### src/rtl/irq_ctl_pkg.sv
package irq_ctl_pkg;

    localparam int REG_W     = 8;
    localparam int NUM_FLAGS = 2;

    // Bit positions inside the host byte; the host decodes these.
    localparam int TIE_BIT  = 0;
    localparam int AIE_BIT  = 1;
    localparam int TF_BIT   = 2;
    localparam int AF_BIT   = 3;
    localparam int MODE_BIT = 4;
    localparam int USED_W   = MODE_BIT + 1;

    // Index of each flag in the flag vector.
    localparam int FLAG_TIMER = 0;
    localparam int FLAG_ALARM = 1;

    typedef enum logic {
        TMR_LEVEL = 1'b0,
        TMR_PULSE = 1'b1
    } tmr_mode_e;

    typedef struct packed {
        tmr_mode_e mode;
        logic      alarm_flag;
        logic      timer_flag;
        logic      alarm_en;
        logic      timer_en;
    } irq_state_t;

    typedef struct packed {
        logic alarm_term;
        logic timer_term;
    } irq_terms_t;

    function automatic logic [REG_W-1:0] pack_state(input irq_state_t s);
        logic [REG_W-1:0] r;
        r           = '0;
        r[MODE_BIT] = s.mode;
        r[AF_BIT]   = s.alarm_flag;
        r[TF_BIT]   = s.timer_flag;
        r[AIE_BIT]  = s.alarm_en;
        r[TIE_BIT]  = s.timer_en;
        return r;
    endfunction

    function automatic logic sticky_next(input logic cur, input logic set_evt,
                                         input logic wr, input logic wr_bit);
        if (set_evt)
            return 1'b1;
        else if (wr)
            return cur & wr_bit;
        else
            return cur;
    endfunction

endpackage

### src/rtl/irq_flag_cell.sv
module irq_flag_cell
    import irq_ctl_pkg::*;
(
    input  logic clk,
    input  logic rst,
    input  logic set_evt,
    input  logic wr_en,
    input  logic wr_bit,
    output logic q
);

    always_ff @(posedge clk) begin
        if (rst)
            q <= 1'b0;
        else
            q <= sticky_next(q, set_evt, wr_en, wr_bit);
    end


    sticky_set_chk: assert property (@(posedge clk) disable iff (rst)
        set_evt |=> q);


    and_clear_chk: assert property (@(posedge clk) disable iff (rst)
        (wr_en && !wr_bit && !set_evt) |=> !q);


    hold_chk: assert property (@(posedge clk) disable iff (rst)
        (!set_evt && (!wr_en || wr_bit)) |=> (q == $past(q)));

endmodule

### src/rtl/irq_ctl_regs.sv
module irq_ctl_regs
    import irq_ctl_pkg::*;
(
    input  logic             clk,
    input  logic             rst,
    input  logic             wr_en,
    input  logic [REG_W-1:0] wr_data,
    input  logic             alarm_evt,
    input  logic             timer_evt,
    output irq_state_t       st
);

    logic [NUM_FLAGS-1:0] set_vec;
    logic [NUM_FLAGS-1:0] wbit_vec;
    logic [NUM_FLAGS-1:0] flag_q;
    tmr_mode_e            mode_q;
    logic                 aie_q;
    logic                 tie_q;
    logic                 unused_hi_bits;

    assign unused_hi_bits = ^wr_data[REG_W-1:USED_W];

    always_comb begin
        set_vec              = '0;
        wbit_vec             = '0;
        set_vec[FLAG_TIMER]  = timer_evt;
        set_vec[FLAG_ALARM]  = alarm_evt;
        wbit_vec[FLAG_TIMER] = wr_data[TF_BIT];
        wbit_vec[FLAG_ALARM] = wr_data[AF_BIT];
    end

    for (genvar i = 0; i < NUM_FLAGS; i++) begin : g_flag
        irq_flag_cell u_cell (
            .clk     (clk),
            .rst     (rst),
            .set_evt (set_vec[i]),
            .wr_en   (wr_en),
            .wr_bit  (wbit_vec[i]),
            .q       (flag_q[i])
        );
    end

    always_ff @(posedge clk) begin
        if (rst) begin
            mode_q <= TMR_LEVEL;
            aie_q  <= 1'b0;
            tie_q  <= 1'b0;
        end else if (wr_en) begin
            mode_q <= tmr_mode_e'(wr_data[MODE_BIT]);
            aie_q  <= wr_data[AIE_BIT];
            tie_q  <= wr_data[TIE_BIT];
        end
    end

    always_comb begin
        st.mode       = mode_q;
        st.alarm_flag = flag_q[FLAG_ALARM];
        st.timer_flag = flag_q[FLAG_TIMER];
        st.alarm_en   = aie_q;
        st.timer_en   = tie_q;
    end


    cfg_load_chk: assert property (@(posedge clk) disable iff (rst)
        wr_en |=> (st.alarm_en == $past(wr_data[AIE_BIT]) &&
                   st.timer_en == $past(wr_data[TIE_BIT]) &&
                   st.mode == tmr_mode_e'($past(wr_data[MODE_BIT]))));


    cfg_hold_chk: assert property (@(posedge clk) disable iff (rst)
        !wr_en |=> ($stable(st.alarm_en) && $stable(st.timer_en) && $stable(st.mode)));

endmodule

### src/rtl/irq_req_combiner.sv
module irq_req_combiner
    import irq_ctl_pkg::*;
(
    input  logic       clk,
    input  logic       rst,
    input  irq_state_t st,
    input  logic       timer_pulse,
    output logic       irq_req
);

    irq_terms_t terms;

    always_comb begin
        terms.alarm_term = st.alarm_flag & st.alarm_en;
        unique case (st.mode)
            TMR_PULSE: terms.timer_term = timer_pulse & st.timer_en;
            default:   terms.timer_term = st.timer_flag & st.timer_en;
        endcase
        irq_req = terms.alarm_term | terms.timer_term;
    end


    released_chk: assert property (@(posedge clk) disable iff (rst)
        (!st.alarm_en && !st.timer_en) |-> !irq_req);


    alarm_steady_chk: assert property (@(posedge clk) disable iff (rst)
        (st.alarm_flag && st.alarm_en) |-> irq_req);


    level_timer_chk: assert property (@(posedge clk) disable iff (rst)
        (st.mode == TMR_LEVEL && st.timer_flag && st.timer_en) |-> irq_req);


    pulse_mask_chk: assert property (@(posedge clk) disable iff (rst)
        (st.mode == TMR_PULSE && !timer_pulse && !(st.alarm_flag && st.alarm_en)) |-> !irq_req);

endmodule

### src/rtl/irq_flag_unit.sv
module irq_flag_unit
    import irq_ctl_pkg::*;
(
    input  logic             clk,
    input  logic             rst,
    input  logic             wr_en,
    input  logic [REG_W-1:0] wr_data,
    output logic [REG_W-1:0] rd_data,
    input  logic             alarm_evt,
    input  logic             timer_evt,
    input  logic             timer_pulse,
    output logic             irq_oe,
    output logic             irq_o
);

    irq_state_t st;
    logic       irq_req;

    irq_ctl_regs u_regs (
        .clk       (clk),
        .rst       (rst),
        .wr_en     (wr_en),
        .wr_data   (wr_data),
        .alarm_evt (alarm_evt),
        .timer_evt (timer_evt),
        .st        (st)
    );

    irq_req_combiner u_comb (
        .clk         (clk),
        .rst         (rst),
        .st          (st),
        .timer_pulse (timer_pulse),
        .irq_req     (irq_req)
    );

    assign rd_data = pack_state(st);
    assign irq_oe  = irq_req;
    assign irq_o   = 1'b0;


    reset_clear_chk: assert property (@(posedge clk)
        rst |=> (rd_data == '0));

endmodule

### config.mk
export PLATFORM = sky130hd
export DESIGN_NAME = irq_flag_unit
export DESIGN_NICKNAME = d
export VERILOG_FILES = /design/src/rtl/irq_ctl_pkg.sv /design/src/rtl/irq_flag_cell.sv /design/src/rtl/irq_ctl_regs.sv /design/src/rtl/irq_req_combiner.sv /design/src/rtl/irq_flag_unit.sv
export SDC_FILE = /design/constraint.sdc
export NUM_CORES = 1
export LEC_CHECK = 0
export BUFFER_PORTS_ARGS = -buffer_cell sky130_fd_sc_hd__buf_2
export CORE_AREA = 2 2 39 41
export DETAILED_ROUTE_END_ITERATION = 7
export DIE_AREA = 0 0 41 43
export HOLD_SLACK_MARGIN = 0.15
export SLEW_MARGIN = 20
export SYNTH_ARGS = -nofsm -noshare
export SYNTH_HDL_FRONTEND = slang
export SYNTH_HIERARCHICAL = 1
export SYNTH_SLANG_ARGS = --single-unit
### constraint.sdc
create_clock -name clk -period 2.7 [get_ports clk]
set_input_delay 0.27 -clock clk [delete_from_list [all_inputs] [get_ports clk]]
set_output_delay 0.27 -clock clk [all_outputs]
set_load 0.01 [all_outputs]
Yosys cells after proc, flatten, opt, wreduce, memory -nomap -nowiden

Index checks and enable logic that the tools add are counted.

Register bits after elaboration: 5
Latch bits: 0
Bits in writable memories: 0
Bits in read-only memories: 0
Input port bits: 14
Word-level logic and storage cells: 18
Memories kept: 0

$add $sub $neg: 0
$mul: 0
Divide/modulo/power cells: 0
Magnitude comparators: 0
Equality and inequality tests: 0
Shift-type cells: 0
Multiplexer cells: 5
Bitwise gates (word level): 6
Reductions and logical operators: 2

Operator list:

| kind               | number |
|---|---|
| $and A1 B1 Y1      | 5 |
| $mux W1            | 5 |
| $reduce_bool A2 Y1 | 2 |
| $or A1 B1 Y1       | 1 |

Longest topological paths before layout

Word-level depth: 3
Depth in mapped cells: 3

Modules after synthesis

Netlist, hierarchy kept.

By module, submodules not included:

| module           | instances | cells an instance | area an instance (µm²) | seq. area each (µm²) |
|---|---|---|---|---|
| irq_ctl_regs     | 1         | 12                | 123.9                  | 60.1 |
| irq_flag_cell    | 2         | 4                 | 46.3                   | 20.0 |
| irq_flag_unit    | 1         | 5                 | 33.8                   | 0.0 |
| irq_req_combiner | 1         | 2                 | 20.0                   | 0.0 |

Least setup slack after synthesis

No wires, ideal clock.

Kind: reg2out
From: reg u_regs.mode_q
To: out irq_oe
Arrival: 0.956 ns
Data required time: 2.430 ns
Setup slack: 1.474 ns
Cell stages (with the launch flop): 4
Cells stage by stage: dfxtp_1 > buf_4 > mux2_1 > a22o_1

Cells in the longest elaborated chain, start to end: 2

RTL lines:

| what                   | line                   | source |
|---|---|---|
| from (decl)            | irq_ctl_regs.sv:16     | `tmr_mode_e mode_q;` |
| from (signal assigned) | irq_ctl_regs.sv:49     | `mode_q <= tmr_mode_e'(wr_data[MODE_BIT]);` |
| $mux W1                | irq_req_combiner.sv:15 | `unique case (st.mode)` |
| $or A1 B1 Y1           | irq_req_combiner.sv:19 | `irq_req = terms.alarm_term \| terms.timer_term;` |
| to (decl)              | irq_flag_unit.sv:12    | `output logic irq_oe,` |

Every way passes these cells.

Worst setup path after layout

Ends and elaborated chain as after synthesis.

==> impl_metrics.yaml <==
route:
  met2_length_um: 306
  via_per_inst: 3.864
  initialDrtViolationCount: 1
  via_count: 228
  routedWlPerCell_um: 9.627
  highest_layer: "met3"
  drt-met1-wl_um: 205
  wl_met3_um: 56
  dr.pass1.iters: 2
  finalWirelength_um: 568
  ant_nets: 0
  route.detailed.drc: 0
setup_path:
  worstPathMaxFanout: 3
  reg2reg_from: "u_regs/mode_q$_SDFFE_PP0P_"
  crit_type: "reg -> out"
  cp-start-kind: "flip-flop"
  worstPathRequired_ns: 2.43
  critical_path.cell_chain: "mux2_1 -> a22o_1 -> buf_2"
  critPathCaptureType: "primary output"
  cp_slowest_stage_delay_ns: 0.36
  critPathSlowestCell: "dfxtp_1"
  critical_path_arrival_ns: 1.27
  startpoint: "u_regs/mode_q$_SDFFE_PP0P_"
power_and_ir_drop:
  p_switching_uw: 51.41
  power_density_nw_per_um2: 569.5
  internal-power_uw: 151.0
  p_seq_frac: 0.408
  comb_power_share: 0.160
  power_uw: 202.4
  switching_share: 0.2540
  clockPowerShare: 0.432
  leakage_uw: 0.0001858
  irDropWorstVdd_v: 0.0001264
cells_and_area:
  multi_input_area_sq_um: 128.9
  final_nets: 58
  antenna_cells: 0
  register_area_sq_um: 100.1
  stdcell_count: 59
  fill_cells: 168
  syn_to_final_growth_pct: 31.48
  design_area_sq_um: 355.3
  drive_above_1_share: 0.5349
synth:
  yosysWarnings: 6
  netlist-cell-type-count: 9
  synth.area.top_cells: "dfxtp_1 37%, buf_4 19%, mux2i_1 11%"
  synth-simple-area-share: 0.2361
  synth_top_cell_by_area: "dfxtp_1"
  synth-seq-cells: 5
  synth_seq_area_share: 0.3704
  synth_xor_area_frac: 0
  yosysTopAreaCellShare: 0.3704
  avgSynthCellArea_sq_um: 10.01
  muxShareOfSynthArea: 0.1528
  synth_top_family_by_area: "simple AND/OR/NAND/NOR gates"
  netlist_area_sq_um: 270.3
  synth-compound-area-share: 0.03241
  syn_inst: 27
  synthAdderAreaFrac: 0
clocking:
  cts_resized: 0
  cts_tree: "yes"
  cts_max_level: 1
  clkSinkCount: 5
  post_cts_buffers: 0
  clkTransAtPathRegs_ns: 0.04
  cts_buffers: 3
  cts_max_path_buffers: 2
  root_buffer: "clkbuf_4"
  clock_latency_ns: 0.24
  cts_hold_buf: 0
sta:
  fin_crit_ns: 1.539
  setup_viol: 0
  slew_viol_final: 0
  whs_ns: 0.2654
  rsz0062_at_grt: "false"
  hold_violations: 0
  finalSetupTns_ns: 0
  fin_skew_ns: 0
  post-route-period-util: 0.5701
  fmax_ghz: 0.6497
floorplan:
  die_w_um: 41
  die_h_um: 43
  design.die.area_sq_um: 1763
  rows: 14
  io_pins: 24
  coreArea_sq_um: 1384
  start_util: 0.1953
placed_design:
  gp_congestion: 0.6130
  numPlacedInstances: 55
  numPortBuffers: 16
  post_dp_cell_area_sq_um: 329.1
global_route:
  overflow: 0
  grt_pass1_vias: 217
  grt_antenna_before_repair: 0
  grt_pass1_wl_um: 765
  grt_max_degree: 6
  grt_use_total: 0.07136
outcome:
  status: "complete, no violations"
worst_hold_path:
  worstHoldStart: "rst"
  hold_class: "in -> reg"
run:
  cap_violations: 0
## routing by layer
| metal | up-vias | track usage |
|---|---|---|
| li1 | 111 | - |
| met1 | 106 | 0.05806 |
| met2 | 11 | 0.1094 |
| met3 | 0 | 0.03141 |
| met4 | 0 | 0.08000 |
| met5 | - | 0 |
## cell usage after synthesis (all sizes together)
master / instances
buf: 7
dfxtp: 5
nor2: 5
mux2i: 3
nor3: 2
nor3b: 2
a22o: 1
conb: 1
mux2: 1
## flip-flops by register name, indices dropped and copies added, names as in the netlist
signal / cells
u_regs/aie_q: 1
u_regs/g_flag.u_cell/q: 2
u_regs/tie_q: 1
u_regs/mode_q: 1
## power groups by stage
stage	logic, uW	clock network (uW)	registers [uW]
6_report	32.5	87.4	82.5
5_1_grt	36.5	96.3	83.1
4_1_cts	33.2	92.3	82.6
3_5_place_dp	32.8	0	83.9
3_3_place_gp	32.3	0	83.8
2_1_floorplan	23.2	0	83.9
## layout by cell type (no fill, tap or decap)
cell	synthesis	layout
buf_2	0	16
mux2i_1	3	3
clkbuf_1	0	1
nor3_2	2	2
clkbuf_4	0	3
nor3b_2	2	2
conb_1	1	4
nor2_1	5	5
mux2_1	1	1
dfxtp_1	5	5
a22o_1	1	1
## per-stage QoR
step	worst slack, ns	utilization
3_5_place_dp	1.424	0.2378
3_3_place_gp	1.430	0.2378
4_1_cts	1.143	0.2568
2_1_floorplan	1.474	-
6_report	1.161	0.2568
5_1_grt	1.103	0.2568
## worst max-delay path, delay by kind of cell (launching register included)
kind	cells	cell delay [ns]
AO/OA/AOI/OAI	1	0.20
buffers and inverters	1	0.13
flip-flops	1	0.36
multiplexers	1	0.34
## cell type report
type	count	share of cell area
flip-flops and latches	5	0.2817
multi-input cells	18	0.3627
repair buffers	16	0.2254
well taps	16	0.05634
clock buffers	4	0.07394
## cells by family (layout without fill, tap and decap cells)
kind of cell / after synthesis / in the layout
AO/OA/AOI/OAI: 1 / 1
buffers and inverters: 7 / 20
flip-flops: 5 / 5
multiplexers: 4 / 4
other: 1 / 4
AND/OR/NAND/NOR: 9 / 9
## final timing paths
| path | end | depth (start not counted) | slack, ns |
|---|---|---|---|
| worst max register to register | u_regs/mode_q$_SDFFE_PP0P_ | 2 | 2.06 |
| worst min register to register | u_regs/aie_q$_SDFFE_PP0P_ | 2 | 0.52 |
| worst min-delay path | u_regs/g_flag[1].u_cell/q$_SDFFE_PP0P_ | 2 | 0.27 |
| worst max-delay path | irq_oe | 3 | 1.16 |
Power figures use the tool's default switching activity.
